--- config.mk ---
export PLATFORM = sky130hd
export DESIGN_NAME = timer_host_port
export DESIGN_NICKNAME = d
export VERILOG_FILES = /design/src/rtl/timer_host_pkg.sv /design/src/rtl/timer_cmd_decode.sv /design/src/rtl/timer_chan_port.sv /design/src/rtl/timer_host_port.sv
export SDC_FILE = /design/constraint.sdc
export NUM_CORES = 1
export LEC_CHECK = 0
export ABC_AREA = 1
export BUFFER_PORTS_ARGS = -buffer_cell sky130_fd_sc_hd__buf_2
export CORE_MARGIN = 1.5
export CORE_UTILIZATION = 52
export DETAILED_ROUTE_END_ITERATION = 8
export PLACE_DENSITY = 0.77
export SKIP_LAST_GASP = 1
export SYNTH_ARGS = -nofsm -noshare
export SYNTH_HDL_FRONTEND = slang
export SYNTH_SLANG_ARGS = --single-unit
export TNS_END_PERCENT = 20
--- constraint.sdc ---
create_clock -name clk -period 1.7 [get_ports clk]
set_input_delay 0.085 -clock clk [delete_from_list [all_inputs] [get_ports clk]]
set_output_delay 0.085 -clock clk [all_outputs]
set_load 0.1 [all_outputs]
--- src/rtl/timer_host_pkg.sv ---
package timer_host_pkg;
    localparam int CH_N   = 3;
    localparam int BYTE_W = 8;
    localparam int CNT_W  = 2 * BYTE_W;
    localparam int MODE_W = 3;
    localparam int ACC_W  = 2;

    localparam logic [ACC_W-1:0] ACC_LATCH = 2'b00;
    localparam logic [ACC_W-1:0] ACC_LO    = 2'b01;
    localparam logic [ACC_W-1:0] ACC_HI    = 2'b10;
    localparam logic [ACC_W-1:0] ACC_WORD  = 2'b11;

    localparam logic [3:0] NIB_MULTI_FREEZE = 4'b1101;
    localparam logic [3:0] NIB_STATUS_GRAB  = 4'b1110;

    typedef struct packed {
        logic [CH_N-1:0]   freeze;
        logic [CH_N-1:0]   grab_sts;
        logic [CH_N-1:0]   set_acc;
        logic [ACC_W-1:0]  acc;
        logic [MODE_W-1:0] mode;
        logic              fmt;
    } cmd_dec_t;
endpackage

--- src/rtl/timer_cmd_decode.sv ---
module timer_cmd_decode
    import timer_host_pkg::*;
(
    input  logic              cmd_vld,
    input  logic [BYTE_W-1:0] cmd_byte,
    output cmd_dec_t          dec
);
    logic [3:0]       nib;
    logic [1:0]       chsel;
    logic [CH_N-1:0]  sel_bits;

    assign nib      = cmd_byte[7:4];
    assign chsel    = cmd_byte[7:6];
    assign sel_bits = cmd_byte[CH_N:1];

    always_comb begin
        dec          = '0;
        dec.acc      = cmd_byte[5:4];
        dec.mode     = cmd_byte[3:1];
        dec.fmt      = cmd_byte[0];
        if (cmd_vld) begin
            if (chsel != 2'd3) begin
                if (cmd_byte[5:4] == ACC_LATCH) dec.freeze[chsel]  = 1'b1;
                else                            dec.set_acc[chsel] = 1'b1;
            end else if (nib == NIB_MULTI_FREEZE) begin
                dec.freeze = sel_bits;
            end else if (nib == NIB_STATUS_GRAB) begin
                dec.grab_sts = sel_bits;
            end
        end
    end
endmodule

--- src/rtl/timer_chan_port.sv ---
module timer_chan_port
    import timer_host_pkg::*;
(
    input  logic              clk,
    input  logic              rst_n,
    input  logic              set_acc,
    input  logic [ACC_W-1:0]  acc_in,
    input  logic [MODE_W-1:0] mode_in,
    input  logic              fmt_in,
    input  logic              freeze,
    input  logic              grab_sts,
    input  logic              data_wr,
    input  logic              data_rd,
    input  logic [BYTE_W-1:0] wbyte,
    input  logic [CNT_W-1:0]  cnt_live,
    input  logic              lvl,
    output logic [BYTE_W-1:0] rd_byte,
    output logic              load_stb,
    output logic [CNT_W-1:0]  load_val,
    output logic [MODE_W-1:0] mode_out
);
    typedef struct packed {
        logic [ACC_W-1:0]  acc;
        logic [MODE_W-1:0] mode;
        logic              fmt;
        logic              hi_next;
        logic              cnt_v;
        logic [CNT_W-1:0]  cnt_f;
        logic              sts_v;
        logic [BYTE_W-1:0] sts_f;
        logic [BYTE_W-1:0] lo_hold;
        logic              ld;
        logic [CNT_W-1:0]  ld_val;
    } chan_st_t;

    chan_st_t st_q, st_d;
    logic [CNT_W-1:0] src;

    assign src = st_q.cnt_v ? st_q.cnt_f : cnt_live;

    always_comb begin
        if (st_q.sts_v)                                        rd_byte = st_q.sts_f;
        else if (st_q.acc == ACC_HI)                           rd_byte = src[CNT_W-1:BYTE_W];
        else if (st_q.acc == ACC_WORD && st_q.hi_next)         rd_byte = src[CNT_W-1:BYTE_W];
        else                                                   rd_byte = src[BYTE_W-1:0];
    end

    always_comb begin
        st_d    = st_q;
        st_d.ld = 1'b0;
        if (set_acc) begin
            st_d.acc     = acc_in;
            st_d.mode    = mode_in;
            st_d.fmt     = fmt_in;
            st_d.hi_next = 1'b0;
        end
        if (freeze && !st_q.cnt_v) begin
            st_d.cnt_v = 1'b1;
            st_d.cnt_f = cnt_live;
        end
        if (grab_sts && !st_q.sts_v) begin
            st_d.sts_v = 1'b1;
            st_d.sts_f = {lvl, 1'b0, st_q.acc, st_q.mode, st_q.fmt};
        end
        if (data_wr) begin
            unique case (st_q.acc)
                ACC_LO: begin
                    st_d.ld     = 1'b1;
                    st_d.ld_val = {{BYTE_W{1'b0}}, wbyte};
                end
                ACC_HI: begin
                    st_d.ld     = 1'b1;
                    st_d.ld_val = {wbyte, {BYTE_W{1'b0}}};
                end
                default: begin
                    if (!st_q.hi_next) begin
                        st_d.lo_hold = wbyte;
                        st_d.hi_next = 1'b1;
                    end else begin
                        st_d.ld      = 1'b1;
                        st_d.ld_val  = {wbyte, st_q.lo_hold};
                        st_d.hi_next = 1'b0;
                    end
                end
            endcase
        end
        if (data_rd) begin
            if (st_q.sts_v) begin
                st_d.sts_v = 1'b0;
            end else if (st_q.acc == ACC_WORD) begin
                st_d.hi_next = !st_q.hi_next;
                if (st_q.hi_next) st_d.cnt_v = 1'b0;
            end else begin
                st_d.cnt_v = 1'b0;
            end
        end
    end

    always_ff @(posedge clk or negedge rst_n) begin
        if (!rst_n) begin
            st_q     <= '0;
            st_q.acc <= ACC_WORD;
        end else begin
            st_q <= st_d;
        end
    end

    assign load_stb = st_q.ld;
    assign load_val = st_q.ld_val;
    assign mode_out = st_q.mode;
endmodule

--- src/rtl/timer_host_port.sv ---
module timer_host_port
    import timer_host_pkg::*;
(
    input  logic                   clk,
    input  logic                   rst_n,
    input  logic                   wr_en,
    input  logic                   rd_en,
    input  logic [1:0]             addr,
    input  logic [BYTE_W-1:0]      wdata,
    output logic [BYTE_W-1:0]      rdata,
    input  logic [CH_N*CNT_W-1:0]  cnt_in,
    input  logic [CH_N-1:0]        out_lvl,
    output logic [CH_N-1:0]        load_stb,
    output logic [CH_N*CNT_W-1:0]  load_val,
    output logic [CH_N*MODE_W-1:0] chan_mode
);
    localparam logic [1:0] CMD_ADDR = 2'd3;

    typedef struct packed {
        logic [BYTE_W-1:0] rdata;
    } top_st_t;

    top_st_t          top_q, top_d;
    cmd_dec_t         dec;
    logic             rd_act;
    logic [BYTE_W-1:0] ch_byte [CH_N];

    assign rd_act = rd_en && !wr_en;

    timer_cmd_decode u_dec (
        .cmd_vld  (wr_en && addr == CMD_ADDR),
        .cmd_byte (wdata),
        .dec      (dec)
    );

    for (genvar i = 0; i < CH_N; i++) begin : g_ch
        timer_chan_port u_ch (
            .clk      (clk),
            .rst_n    (rst_n),
            .set_acc  (dec.set_acc[i]),
            .acc_in   (dec.acc),
            .mode_in  (dec.mode),
            .fmt_in   (dec.fmt),
            .freeze   (dec.freeze[i]),
            .grab_sts (dec.grab_sts[i]),
            .data_wr  (wr_en && addr == 2'(i)),
            .data_rd  (rd_act && addr == 2'(i)),
            .wbyte    (wdata),
            .cnt_live (cnt_in[i*CNT_W +: CNT_W]),
            .lvl      (out_lvl[i]),
            .rd_byte  (ch_byte[i]),
            .load_stb (load_stb[i]),
            .load_val (load_val[i*CNT_W +: CNT_W]),
            .mode_out (chan_mode[i*MODE_W +: MODE_W])
        );
    end

    always_comb begin
        top_d = top_q;
        if (rd_act) begin
            if (addr == CMD_ADDR) top_d.rdata = '0;
            else                  top_d.rdata = ch_byte[addr];
        end
    end

    always_ff @(posedge clk or negedge rst_n) begin
        if (!rst_n) top_q <= '0;
        else        top_q <= top_d;
    end

    assign rdata = top_q.rdata;
endmodule

# After elaboration in Yosys (flattened, before gate mapping)
# Index checks and enable logic that the tools add are counted.
# W data, S select, Z words.
totals:
  in_bits: 65
  regBits: 179
  output_inout_bits: 68
op_classes:
  reduce_logical: 42
  n_eq_ne: 15
  mux: 75
  bitwise_logic: 7
  order_cmp: 3
ops:
  columns: ["op", "n"]
  rows:
  - ["$mux W17", 9]
  - ["$pmux W17 S2", 3]
  - ["$mux W8", 12]
  - ["$mux W16", 3]
  - ["$mux W9", 4]
  - ["$mux W1", 28]
  - ["$mux W3", 8]
  - ["$logic_and A1 B1 Y1", 18]
  - ["$bmux W8 S2", 1]
  - ["$eq A2 B2 Y1 const B", 8]
  - ["$mux W2", 6]
  - ["$logic_not A1 Y1", 10]
  - ["$reduce_and A3 Y1", 3]
  - ["$reduce_bool A3 Y1", 3]
  - ["$eq A2 B1 Y1 const B", 4]
  - ["$eq A4 B4 Y1 const B", 2]
  - ["$not A1 Y1", 6]
  - ["$reduce_and A2 Y1", 3]
  - ["$reduce_or A2 Y1", 3]
  - ["$logic_not A2 Y1", 2]
  - ["$ge A3 B3 Y1 const B", 1]
  - ["$lt A2 B3 Y1 const B", 1]
  - ["$not A2 Y3", 1]
  - ["$demux W1 S2", 1]
  - ["other kinds (2)", 2]

# Logic depth before layout (Yosys ltp)
logic_depth:
  word_depth: 13
  depth_mapped: 11
  ltp_nobuf: 11

# Cells and area by module
# Synthesis repeated with hierarchy kept, for this count alone.
unflattened:
  hier_cells: 1290
  hier_area_um2: 9755.6
by_module_without_submodules:
  columns: ["module", "seq_area_each_um2", "n_inst", "area_per_inst_um2", "cells_each"]
  rows:
  - ["timer_chan_port", 1428.9, 3, 3007.9, 391]
  - ["timer_host_port", 200.2, 1, 554.3, 83]
  - ["timer_cmd_decode", 0.0, 1, 177.7, 34]

# Worst setup path after synthesis
# OpenSTA, ideal clock, no wires.
synth_timing:
  path_kind: "reg-to-reg"
  startpoint: "reg g_ch[2].u_ch.st_q[56] (netlist bit)"
  endpoint: "reg g_ch[2].u_ch.st_q (netlist bit g_ch[2].u_ch.load_val[3])"
  t_arrival_ps: 1834
  n_path_buf: 2
  synth_period_minus_slack_ps: 1916
  setup_slack_ps: -216
  required_ps: 1618
  setup_time_ps: 82
  stages_incl_launch_ff: 10
  path_cell_list: "dfstp_2 inv_1 ha_1 buf_2 inv_2 nor2_1 nor4_4 buf_2 nor2_1 a31oi_1"
synth_via:
  elab_chain_cells: 3
  word_cells_on_any_way: 5
synth_lines:
  columns: ["element", "line_no", "source"]
  rows:
  - ["from (decl)", "timer_chan_port.sv:36", "chan_st_t st_q, st_d;"]
  - ["from (signal assigned)", "timer_chan_port.sv:104", "st_q <= st_d;"]
  - ["$eq A2 B1 Y1 or $eq A2 B2 Y1 (tied branches)", "timer_chan_port.sv:66", "unique case (st_q.acc)"]
  - ["$reduce_bool A3 Y1 (no source line)", null, null]
  - ["$reduce_and A2 Y1 (no source line)", null, null]
# Several ways; a longest one is shown, not always the timed one.
# A chain may end at the register's enable or synchronous reset.

# Worst setup path after layout
layout_timing:
  startpoint: "reg g_ch[2].u_ch.st_q[56] (netlist bit)"
  endpoint: "reg g_ch[2].u_ch.st_q (netlist bit g_ch[2].u_ch.load_val[12])"
# Same word-level chain as after synthesis.

==> results.ini <==
[yosys]
yosys.area.top_type_share = 0.469
yosys.area.top_type = dfrtp_1
yosysWarnings = 0
netlist_area_mm2 = 0.00923
synth_top_family_by_area = simple AND/OR/NAND/NOR gates
synth_common_cells = nand2_1, dfrtp_1, inv_1, nand3_1, o21ai_0
yosysUniqueCellTypes = 32
async_reset_ff_frac = 1.00
synthAdderAreaFrac = 0.0122
synth_xor_xnor_area_share = 0
synth_compound_area_frac = 0.118
yosys_register_bits = 179
synthCells = 1183
ys.flop_type = dfrtp_1
ys_seq_area_frac = 0.486
yosys-top-cells-area = dfrtp_1, nand2_1, nand3_1, inv_1, buf_4
yosysMostFrequentCell = nand2_1
synthSimpleGateAreaFrac = 0.245
synthesis.nets = 1257
synth.mux.area_fraction = 0
syn_area_per_cell_um2 = 7.80
synth-edff-count = 0

[power_and_ir_drop]
peakVddDrop_mv = 1.59
p_seq_frac = 0.318
power_mw = 19.9
power.leakage_nw = 5.90
combPwrFrac = 0.482
p_clk_frac = 0.200
p_per_area_mw_per_mm2 = 1700
swShare = 0.511
power_switching_mw = 10.2
p_int_mw = 9.73

[worst_setup_path]
critical_path_arrival_ps = 2170
cp_slowest_stage_delay_ps = 610
crit_fanout = 8
crit_chain = inv_2 > ha_4 > inv_8 > nor2_4 > nor4_4 > buf_6 > clkbuf_16 > nand3_1 > o21ai_0
critPathKind = register to register
setup.worst_path.end_class = register
cp-start-kind = register
slowest_stage = dfstp_2
required_ps = 2060
cp_top_family = flip-flops
worst-path-buf-inv = 4

[clock_tree]
cts_buffer_depth = 2
clkTransAtPathRegs_ps = 80
root_buffer = clkbuf_16
h-tree-depth = 4
cts_tree = done
cts_sinks = 179
cts_buffers = 17
clock_latency_ps = 440

[placement]
portBuffers = 132
routabilityCongestion = 0.820
dp_cells = 1479
dpl.hpwl_um = 16100
place_area_mm2 = 0.0100

[route]
num_vias = 8366
firstDrtPassIters = 5
wire_per_inst_um = 15.6
routed_wl_um = 24800
drtAntennaViolNets = 0
drtIter0Drc = 685
drcViolationCount = 0
vias_per_cell = 5.27

[timing]
fmax_ghz = 0.554
setup_tns_ps = -1600
rsz0062_at_grt = true
setup_viol = 39
setup_slack_ps = -106
skew_ps = 12.5
final.period_utilization = 1.06
worst_pin_slew_ps = 516
final_hold_viol_count = 0
slew_headroom = 0.659
maxSlewViolCount = 0
fin_crit_ps = 1810

[final_layout]
final_cell_count_no_fill = 1588
final_nets = 1424
n_fill_cell = 1387
area_growth_pct = 27.0
drive_gt1_frac = 0.241
antenna_cells = 0
stdcell_area_mm2 = 0.0117
final_core_util = 0.678

[status]
status = finished with violations
violations = negative setup slack

[grt]
grt_pass1_vias = 7548
grt_pass1_wl_um = 38300
overflow = 0
antenna_found_initial = 1
grt_max_degree = 50
track_usage = 0.265

[floorplanning]
coreArea_mm2 = 0.0173
die_w_um = 136
die_area_mm2 = 0.0186
start_util = 0.533
die_y_um = 136
placementRows = 48
io_pins = 133

[run]
drv_cap = 0

[hold_path]
hold_class = primary input to register

==> layout by cell type (no fill, tap or decap), types with 6 or more instances in the layout <==
master / n
nand3_2: 17
inv_1: 126
a31oi_1: 18
buf_2: 131
nand3_1: 116
dlygate4sd3_1: 54
o211ai_1: 9
o21ai_0: 59
a21oi_1: 33
inv_2: 10
buf_12: 6
o21ai_1: 67
nor2_1: 54
nand2_2: 6
clkbuf_16: 23
inv_8: 6
dfrtp_1: 173
dfstp_2: 6
buf_4: 61
o21a_1: 8
buf_6: 11
nand2_1: 307
nor2_4: 6
==> metal layers <==
layer / vias up / share of wire / GRT usage
met3: 43 / 0.057 / 0.0526
li1: 4070 / - / -
met2: 281 / 0.48 / 0.414
met1: 3970 / 0.44 / 0.376
met4: 2 / 0.022 / 0.0798
met5: - / 0.00052 / 0
==> power by group through the flow <==
stage                     Sequential, mW  Combinational [mW]  Clock, mW
after floorplan                     6.41                7.82          0
after global placement              6.30                8.83          0
after detailed placement            6.32                8.96          0
after CTS                           6.27                9.12       4.01
after global routing                6.46                10.2       4.19
final                               6.33                9.60       3.99
==> registers in the layout, summed over array words and instances, names as in the netlist <==
register,cells
g_ch.u_ch.mode_out,9
g_ch.u_ch.st_q,111
g_ch.u_ch.load_val,48
rdata,8
g_ch.u_ch.load_stb,3
==> cell type report <==
cell class,instances,area [µm²],area share
Multi-Input combinational cell,739,3740,0.319
Sequential cell,179,4490,0.383
Tap cell,225,282,0.0240
Inverter,144,559,0.0477
Clock inverter,15,181,0.0155
Clock buffer,17,425,0.0363
Timing Repair Buffer,269,2050,0.175
==> metrics by stage <==
step,hold WS (ps),worst slack (ps)
floorplan,-211,-119
global placement,44.9,-384
detailed placement,49.7,-464
CTS,9.90,-87.0
global route,22.5,-162
finish,14.6,-106
==> path summary, 6_finish.rpt <==
check	slack, ps	endpoint	cells after the start	start
setup reg to reg	-110	g_ch[2].u_ch.load_val[12]	9	g_ch[2].u_ch.st_q[56]
setup / recovery	-110	g_ch[2].u_ch.load_val[12]	9	g_ch[2].u_ch.st_q[56]
max in group asynchronous	850	g_ch[2].u_ch.st_q[37]	3	rst_n
min in group asynchronous	140	g_ch[1].u_ch.load_val[9]	2	rst_n
hold reg to reg	470	g_ch[2].u_ch.st_q[34]	2	g_ch[2].u_ch.st_q[34]
hold / removal	10	g_ch[1].u_ch.load_val[10]	3	wdata[2]
==> worst min-delay path: stages <==
cell	delay [ps]
buf_2	190
nand3_2	110
o21ai_2	40
==> cells by family (layout without fill, tap and decap cells) <==
kind of cell | count (synthesis) | in the layout
simple gates | 526 | 527
compound gates | 203 | 203
flops | 179 | 179
fa+ha+maj | 9 | 9
buf+inv | 266 | 445
==> what timing repair did <==
item	CTS	global route
buffers inserted	3	12
pin swaps	2	17
setup endpoints to repair	55	114
endpoints found under the hold margin	173	0
cloned	1	7
gates resized for setup	2	67
hold buffers	54	0
No activity file was read; power rests on OpenSTA's default activity.
